**src/rtl/ilf_pkg.sv**
```systemverilog
package ilf_pkg;
    // Refill sequencer phases
    typedef enum logic [1:0] {
        ST_IDLE = 2'd0,
        ST_ADDR = 2'd1,
        ST_WAIT = 2'd2,
        ST_XFER = 2'd3
    } ilf_state_e;
endpackage

```
**src/rtl/ilf_bank_model.sv**
```systemverilog
// Behavioural bank: takes an address on cap, presents its word after LAT
// cycles, and holds it until the next cap. Contents are computed from
// the address, so no storage array is needed. Assumes LAT >= 1.
module ilf_bank_model #(
    parameter int ADDR_W = 16,
    parameter int LAT    = 6,
    localparam int DATA_W = 2 * ADDR_W,
    localparam int CNT_W  = $clog2(LAT + 1)
) (
    input  logic              clk,
    input  logic              rst_n,
    input  logic              cap,
    input  logic [ADDR_W-1:0] addr,
    output logic              ready,
    output logic [DATA_W-1:0] rdata
);
    localparam logic [ADDR_W-1:0] PAT = {(ADDR_W/2){2'b10}};

    logic [CNT_W-1:0]  cnt_q;
    logic              pend_q;
    logic [ADDR_W-1:0] addr_q;

    // Capture the address and count down the access latency
    always_ff @(posedge clk) begin
        if (!rst_n) begin
            cnt_q  <= '0;
            pend_q <= 1'b0;
            addr_q <= '0;
        end else if (cap) begin
            cnt_q  <= CNT_W'(LAT - 1);
            pend_q <= 1'b1;
            addr_q <= addr;
        end else if (pend_q && cnt_q != '0) begin
            cnt_q <= cnt_q - 1'b1;
        end
    end

    // Word becomes visible once the countdown has expired
    always_comb begin
        ready = pend_q && (cnt_q == '0);
        rdata = {addr_q ^ PAT, addr_q};
    end


    hold_word_chk: assert property (@(posedge clk) disable iff (!rst_n)
        ready && !cap |=> ready && $stable(rdata));
endmodule

```
**src/rtl/ilf_fetch_ctrl.sv**
```systemverilog
// Refill sequencer: accepts a miss when idle, spends one cycle sending the
// line base to the banks, waits for every bank, then steps a word index
// through the line once per cycle. Assumes NUM_BANKS is a power of two >= 2.
module ilf_fetch_ctrl
    import ilf_pkg::*;
#(
    parameter int NUM_BANKS = 4,
    parameter int ADDR_W    = 16,
    localparam int IDX_W    = $clog2(NUM_BANKS)
) (
    input  logic              clk,
    input  logic              rst_n,
    input  logic              req,
    input  logic [ADDR_W-1:0] addr,
    input  logic              all_ready,
    output logic              ready,
    output logic              busy,
    output logic              bank_cap,
    output logic [ADDR_W-1:0] base,
    output logic              xfer_valid,
    output logic              xfer_last,
    output logic [IDX_W-1:0]  idx
);
    localparam logic [IDX_W-1:0] LAST_IDX = IDX_W'(NUM_BANKS - 1);

    ilf_state_e       state_q;
    logic [ADDR_W-1:0] base_q;
    logic [IDX_W-1:0]  idx_q;

    // Phase sequencing, line base capture and word index stepping
    always_ff @(posedge clk) begin
        if (!rst_n) begin
            state_q <= ST_IDLE;
            base_q  <= '0;
            idx_q   <= '0;
        end else begin
            case (state_q)
                ST_IDLE: if (req) begin
                    base_q  <= {addr[ADDR_W-1:IDX_W], {IDX_W{1'b0}}};
                    state_q <= ST_ADDR;
                end
                ST_ADDR: state_q <= ST_WAIT;
                ST_WAIT: if (all_ready) begin
                    idx_q   <= '0;
                    state_q <= ST_XFER;
                end
                ST_XFER: begin
                    if (idx_q == LAST_IDX) state_q <= ST_IDLE;
                    else                   idx_q   <= idx_q + 1'b1;
                end
                default: state_q <= ST_IDLE;
            endcase
        end
    end

    // Decode phase into handshake and stream controls
    always_comb begin
        ready      = (state_q == ST_IDLE);
        busy       = (state_q != ST_IDLE);
        bank_cap   = (state_q == ST_ADDR);
        base       = base_q;
        xfer_valid = (state_q == ST_XFER);
        xfer_last  = (state_q == ST_XFER) && (idx_q == LAST_IDX);
        idx        = idx_q;
    end


    banks_done_chk: assert property (@(posedge clk) disable iff (!rst_n)
        xfer_valid |-> all_ready);

    idx_step_chk: assert property (@(posedge clk) disable iff (!rst_n)
        xfer_valid && !xfer_last |=> xfer_valid && idx == $past(idx) + 1'b1);

    accept_busy_chk: assert property (@(posedge clk) disable iff (!rst_n)
        req && ready |=> busy);

    release_chk: assert property (@(posedge clk) disable iff (!rst_n)
        xfer_last |=> !busy);
endmodule

```
**src/rtl/ilf_word_mux.sv**
```systemverilog
// Output stage: picks the word of the bank named by the index and zeroes
// the data bus outside the transfer window. Purely combinational.
module ilf_word_mux #(
    parameter int NUM_BANKS = 4,
    parameter int DATA_W    = 32,
    localparam int IDX_W    = $clog2(NUM_BANKS)
) (
    input  logic [DATA_W-1:0] bank_data [NUM_BANKS],
    input  logic [IDX_W-1:0]  idx,
    input  logic              valid,
    output logic [DATA_W-1:0] data
);
    // Select the current bank word
    always_comb begin
        data = valid ? bank_data[idx] : '0;
    end
endmodule

```
**src/rtl/ilf_block_fetcher.sv**
```systemverilog
// Line refill from NUM_BANKS word-interleaved banks. Word k of a line lives
// in bank k; all banks access together, words return one per cycle.
// Assumes the requester holds miss_req and miss_addr until miss_ready.
module ilf_block_fetcher #(
    parameter int NUM_BANKS = 4,
    parameter int ADDR_W    = 16,
    parameter int BANK_LAT  = 6,
    localparam int DATA_W   = 2 * ADDR_W,
    localparam int IDX_W    = $clog2(NUM_BANKS)
) (
    input  logic              clk,
    input  logic              rst_n,
    input  logic              miss_req,
    input  logic [ADDR_W-1:0] miss_addr,
    output logic              miss_ready,
    output logic              busy,
    output logic              word_valid,
    output logic [DATA_W-1:0] word_data,
    output logic [IDX_W-1:0]  word_idx,
    output logic              word_last,
    output logic              done
);
    logic                 bank_cap;
    logic [ADDR_W-1:0]    base;
    logic [NUM_BANKS-1:0] bank_rdy;
    logic [DATA_W-1:0]    bank_data [NUM_BANKS];
    logic                 xfer_valid;
    logic                 xfer_last;
    logic [IDX_W-1:0]     idx;

    ilf_fetch_ctrl #(.NUM_BANKS(NUM_BANKS), .ADDR_W(ADDR_W)) u_ctrl (
        .clk(clk), .rst_n(rst_n), .req(miss_req), .addr(miss_addr),
        .all_ready(&bank_rdy), .ready(miss_ready), .busy(busy),
        .bank_cap(bank_cap), .base(base), .xfer_valid(xfer_valid),
        .xfer_last(xfer_last), .idx(idx)
    );

    for (genvar b = 0; b < NUM_BANKS; b++) begin : g_bank
        logic [ADDR_W-1:0] bank_addr;
        // Bank b serves word b of the line
        always_comb bank_addr = {base[ADDR_W-1:IDX_W], IDX_W'(b)};

        ilf_bank_model #(.ADDR_W(ADDR_W), .LAT(BANK_LAT)) u_bank (
            .clk(clk), .rst_n(rst_n), .cap(bank_cap), .addr(bank_addr),
            .ready(bank_rdy[b]), .rdata(bank_data[b])
        );
    end

    ilf_word_mux #(.NUM_BANKS(NUM_BANKS), .DATA_W(DATA_W)) u_mux (
        .bank_data(bank_data), .idx(idx), .valid(xfer_valid), .data(word_data)
    );

    // Drive the stream flags
    always_comb begin
        word_valid = xfer_valid;
        word_idx   = idx;
        word_last  = xfer_last;
        done       = xfer_last;
    end


    last_in_window_chk: assert property (@(posedge clk) disable iff (!rst_n)
        word_last |-> word_valid && busy);

    ready_when_idle_chk: assert property (@(posedge clk) disable iff (!rst_n)
        !busy |-> !word_valid);
endmodule

```
**config.mk**
```make
export PLATFORM = sky130hd
export DESIGN_NAME = ilf_block_fetcher
export DESIGN_NICKNAME = d
export VERILOG_FILES = /design/src/rtl/ilf_pkg.sv /design/src/rtl/ilf_bank_model.sv /design/src/rtl/ilf_fetch_ctrl.sv /design/src/rtl/ilf_word_mux.sv /design/src/rtl/ilf_block_fetcher.sv
export SDC_FILE = /design/constraint.sdc
export NUM_CORES = 1
export LEC_CHECK = 0
export BUFFER_PORTS_ARGS = -buffer_cell sky130_fd_sc_hd__buf_2
export CORE_MARGIN = 2
export CORE_UTILIZATION = 38
export DETAILED_ROUTE_END_ITERATION = 10
export HOLD_SLACK_MARGIN = 0.12
export PLACE_DENSITY = 0.63
export SYNTH_ARGS = -nofsm -noshare
export SYNTH_HDL_FRONTEND = slang
export SYNTH_SLANG_ARGS = --single-unit
```
**constraint.sdc**
```tcl
create_clock -name clk -period 2.5 [get_ports clk]
set_clock_uncertainty 0.1 [all_clocks]
set_input_delay 0.75 -clock clk [delete_from_list [all_inputs] [get_ports clk]]
set_output_delay 0.75 -clock clk [all_outputs]
set_load 0.02 [all_outputs]
```
==> impl_metrics.ini <==
[status]
status = completed

[floorplan]
die_w_um = 82.22
start_util = 0.3926
ios = 58
dieArea_um2 = 6759
die_h_um = 82.22
rows = 28
core_area_um2 = 5921

[sta]
min_period_ns = 2.381
setup_violations = 0
slew_headroom = 0.6440
final-hold-violation-count = 0
slew_violations = 0
holdWs_ns = 0.3684
min_period_over_period = 0.9524
fmax_ghz = 0.4200
tightest_slew_ns = 0.5340
rsz0062_at_grt = no
setup_tns_ns = 0

[synthesis]
netlist_area_um2 = 2325
synth_top_area_cell = dfxtp_1
synth_edf_count = 0
ys_ff_latch = 45
ys_async_sr_fraction = 0
ys_types = 34
synth_top_cells_by_area = dfxtp_1, ha_1, mux2i_1, nor2b_1, nand2_1
yosys.area.top_type_share = 0.3875
synthCells = 259
synth_nets = 292
yosys_warnings = 0
ys_seq_area_frac = 0.3875
ys_top_cells_by_count = dfxtp_1, nand2_1, nor2b_1
avgSynthCellArea_um2 = 8.976
yosysMostFrequentCell = dfxtp_1
ys.flop_type = dfxtp_1

[global_routing]
grt_max_degree = 29
grtUsageTotal = 0.1357
grt_pass1_wl_um = 6948
grt_overflow = 0
grt_pass1_vias = 1523
antenna_found_initial = 0

[worst_hold_path]
hold_depth = 2
min-delay-start = u_ctrl.base[11]
hold_class = reg -> reg

[placed_design]
dp_hpwl_um = 3074
port_buffers = 55
dpl-instance-area_um2 = 2606
place_congestion = 0.7575

[cts]
cts_sinks = 45
clockRootBuffer = clkbuf_8
postCtsSetupBuffers = 0
clk_latency_ns = 0.30
htree_levels = 2
cts_tree = done
holdBufCountCts = 0
path_clk_slew_ns = 0.09
cts_made_buffers = 5
cts.path.max_buffers = 2

[routing]
drc_errors = 0
drtPass1Iterations = 3
first_iter_violations = 91
wl_um = 4235
vias_per_cell = 4.626
ant_nets = 0
wl_per_cell_um = 11.14
vias = 1758

[run]
drv_cap = 0

[worst_setup_path]
reg2reg_depth = 5
r2r-start = u_ctrl.state_q[1]
cp-start-kind = flop
setup.worst_path.class = reg -> out
cp_max_fo = 11
cp.arrival_ns = 1.53
critPathCaptureType = output pin
crit_required_ns = 1.65
crit_start = u_ctrl.state_q[0]

[finish]
area_delta_synth_final_pct = 16.09
antennaDiodeCount = 0
drive_gt1_frac = 0.2557
nets = 337
design_area_um2 = 2699

[power]
powerDensity_nw_per_um2 = 911.7
ir_drop_mv = 0.4681
leakage_uw = 0.001190
logic make-up after synthesis:
kind of cell               after synthesis  share of synthesized area
AOI/OAI and AO/OA                       44                     0.1486
xor gates and xnor gates                 4                    0.01507
adders and majority gates               14                    0.07535
buffers and inverters                   39                    0.08449
DFF                                     45                     0.3875
muxes                                   18                    0.07804
and+or+nand+nor                         95                     0.2110
area by class of cell:
cell class / instances / area [um2]
Fill cell: 600 / 3222
Tap cell: 75 / 93.84
Multi-Input combinational cell: 175 / 1230
Inverter: 15 / 56.30
Timing Repair Buffer: 62 / 327.8
Sequential cell: 45 / 900.9
Clock inverter: 3 / 21.27
Clock buffer: 5 / 68.82
worst paths after layout:
path / to / slack, ns
worst min-delay path: u_ctrl.base[11] / 0.37
worst max-delay path: word_data[31] / 0.12
worst min register to register: u_ctrl.base[11] / 0.37
worst max register to register: g_bank[3].u_bank.addr_q[9] / 0.77
cell usage in the layout, fill, tap and decap left out:
cell	count
dfxtp_1	45
a21boi_2	3
nor3_1	4
and2_0	1
a21oi_1	5
clkbuf_8	5
o31a_1	3
nand3_1	1
and3_1	2
nand2_1	37
nor2_1	7
o21ai_0	3
mux2_2	1
inv_1	15
a211oi_1	4
ha_1	13
a2bb2oi_1	1
nand2b_1	3
a21boi_0	15
nor2b_1	23
a311oi_1	2
buf_2	55
o311a_1	1
a31oi_4	1
clkinvlp_4	1
clkinv_2	1
xnor2_1	4
and2_1	15
a21boi_1	1
ha_2	1
inv_6	1
and3b_4	1
buf_4	7
o21a_1	5
mux2i_1	17
and4bb_2	1
power breakdown:
| group | internal [uW] | switching [uW] |
|---|---|---|
| logic | 448 | 585 |
| registers | 880 | 92.5 |
| clock network | 198 | 257 |
| total | 1530 | 934 |
per-layer routing:
layer	GRT usage	up-vias	wire (um)
met5	0	-	0
met4	0.06000	0	76
met3	0.04022	5	171
met2	0.2185	30	1895
met1	0.1672	798	2092
li1	-	925	-
what timing repair did:
action / in CTS / in global routing
hold endpoints to repair: 0 / 0
setup endpoints to repair: 1 / 0
resized for setup: 1 / 0
registers in the layout (all words and copies together), names as in the netlist:
register / count
g_bank.u_bank.cnt_q: 12
g_bank.u_bank.addr_q: 15
u_ctrl.idx: 2
u_ctrl.state_q: 2
u_ctrl.base: 14
per-stage QoR:
stage | total power [uW] | setup slack [ns] | instances | utilization
6_report | 2461 | 0.1189 | 380 | 0.4558
5_1_grt | 2679 | 0.007256 | 380 | 0.4558
4_1_cts | 2499 | 0.09495 | 380 | 0.4558
3_5_place_dp | 2033 | 0.3328 | 372 | 0.4402
3_3_place_gp | 2008 | 0.3413 | 372 | 0.4402
2_1_floorplan | 1810 | 0.1448 | 259 | -
critical path: stages (launching register included):
cell and delay, ns:
dfxtp_1 0.38, ha_2 0.30, buf_4 0.20, nor2b_1 0.17, buf_2 0.19
Power figures use the tool's default switching activity.
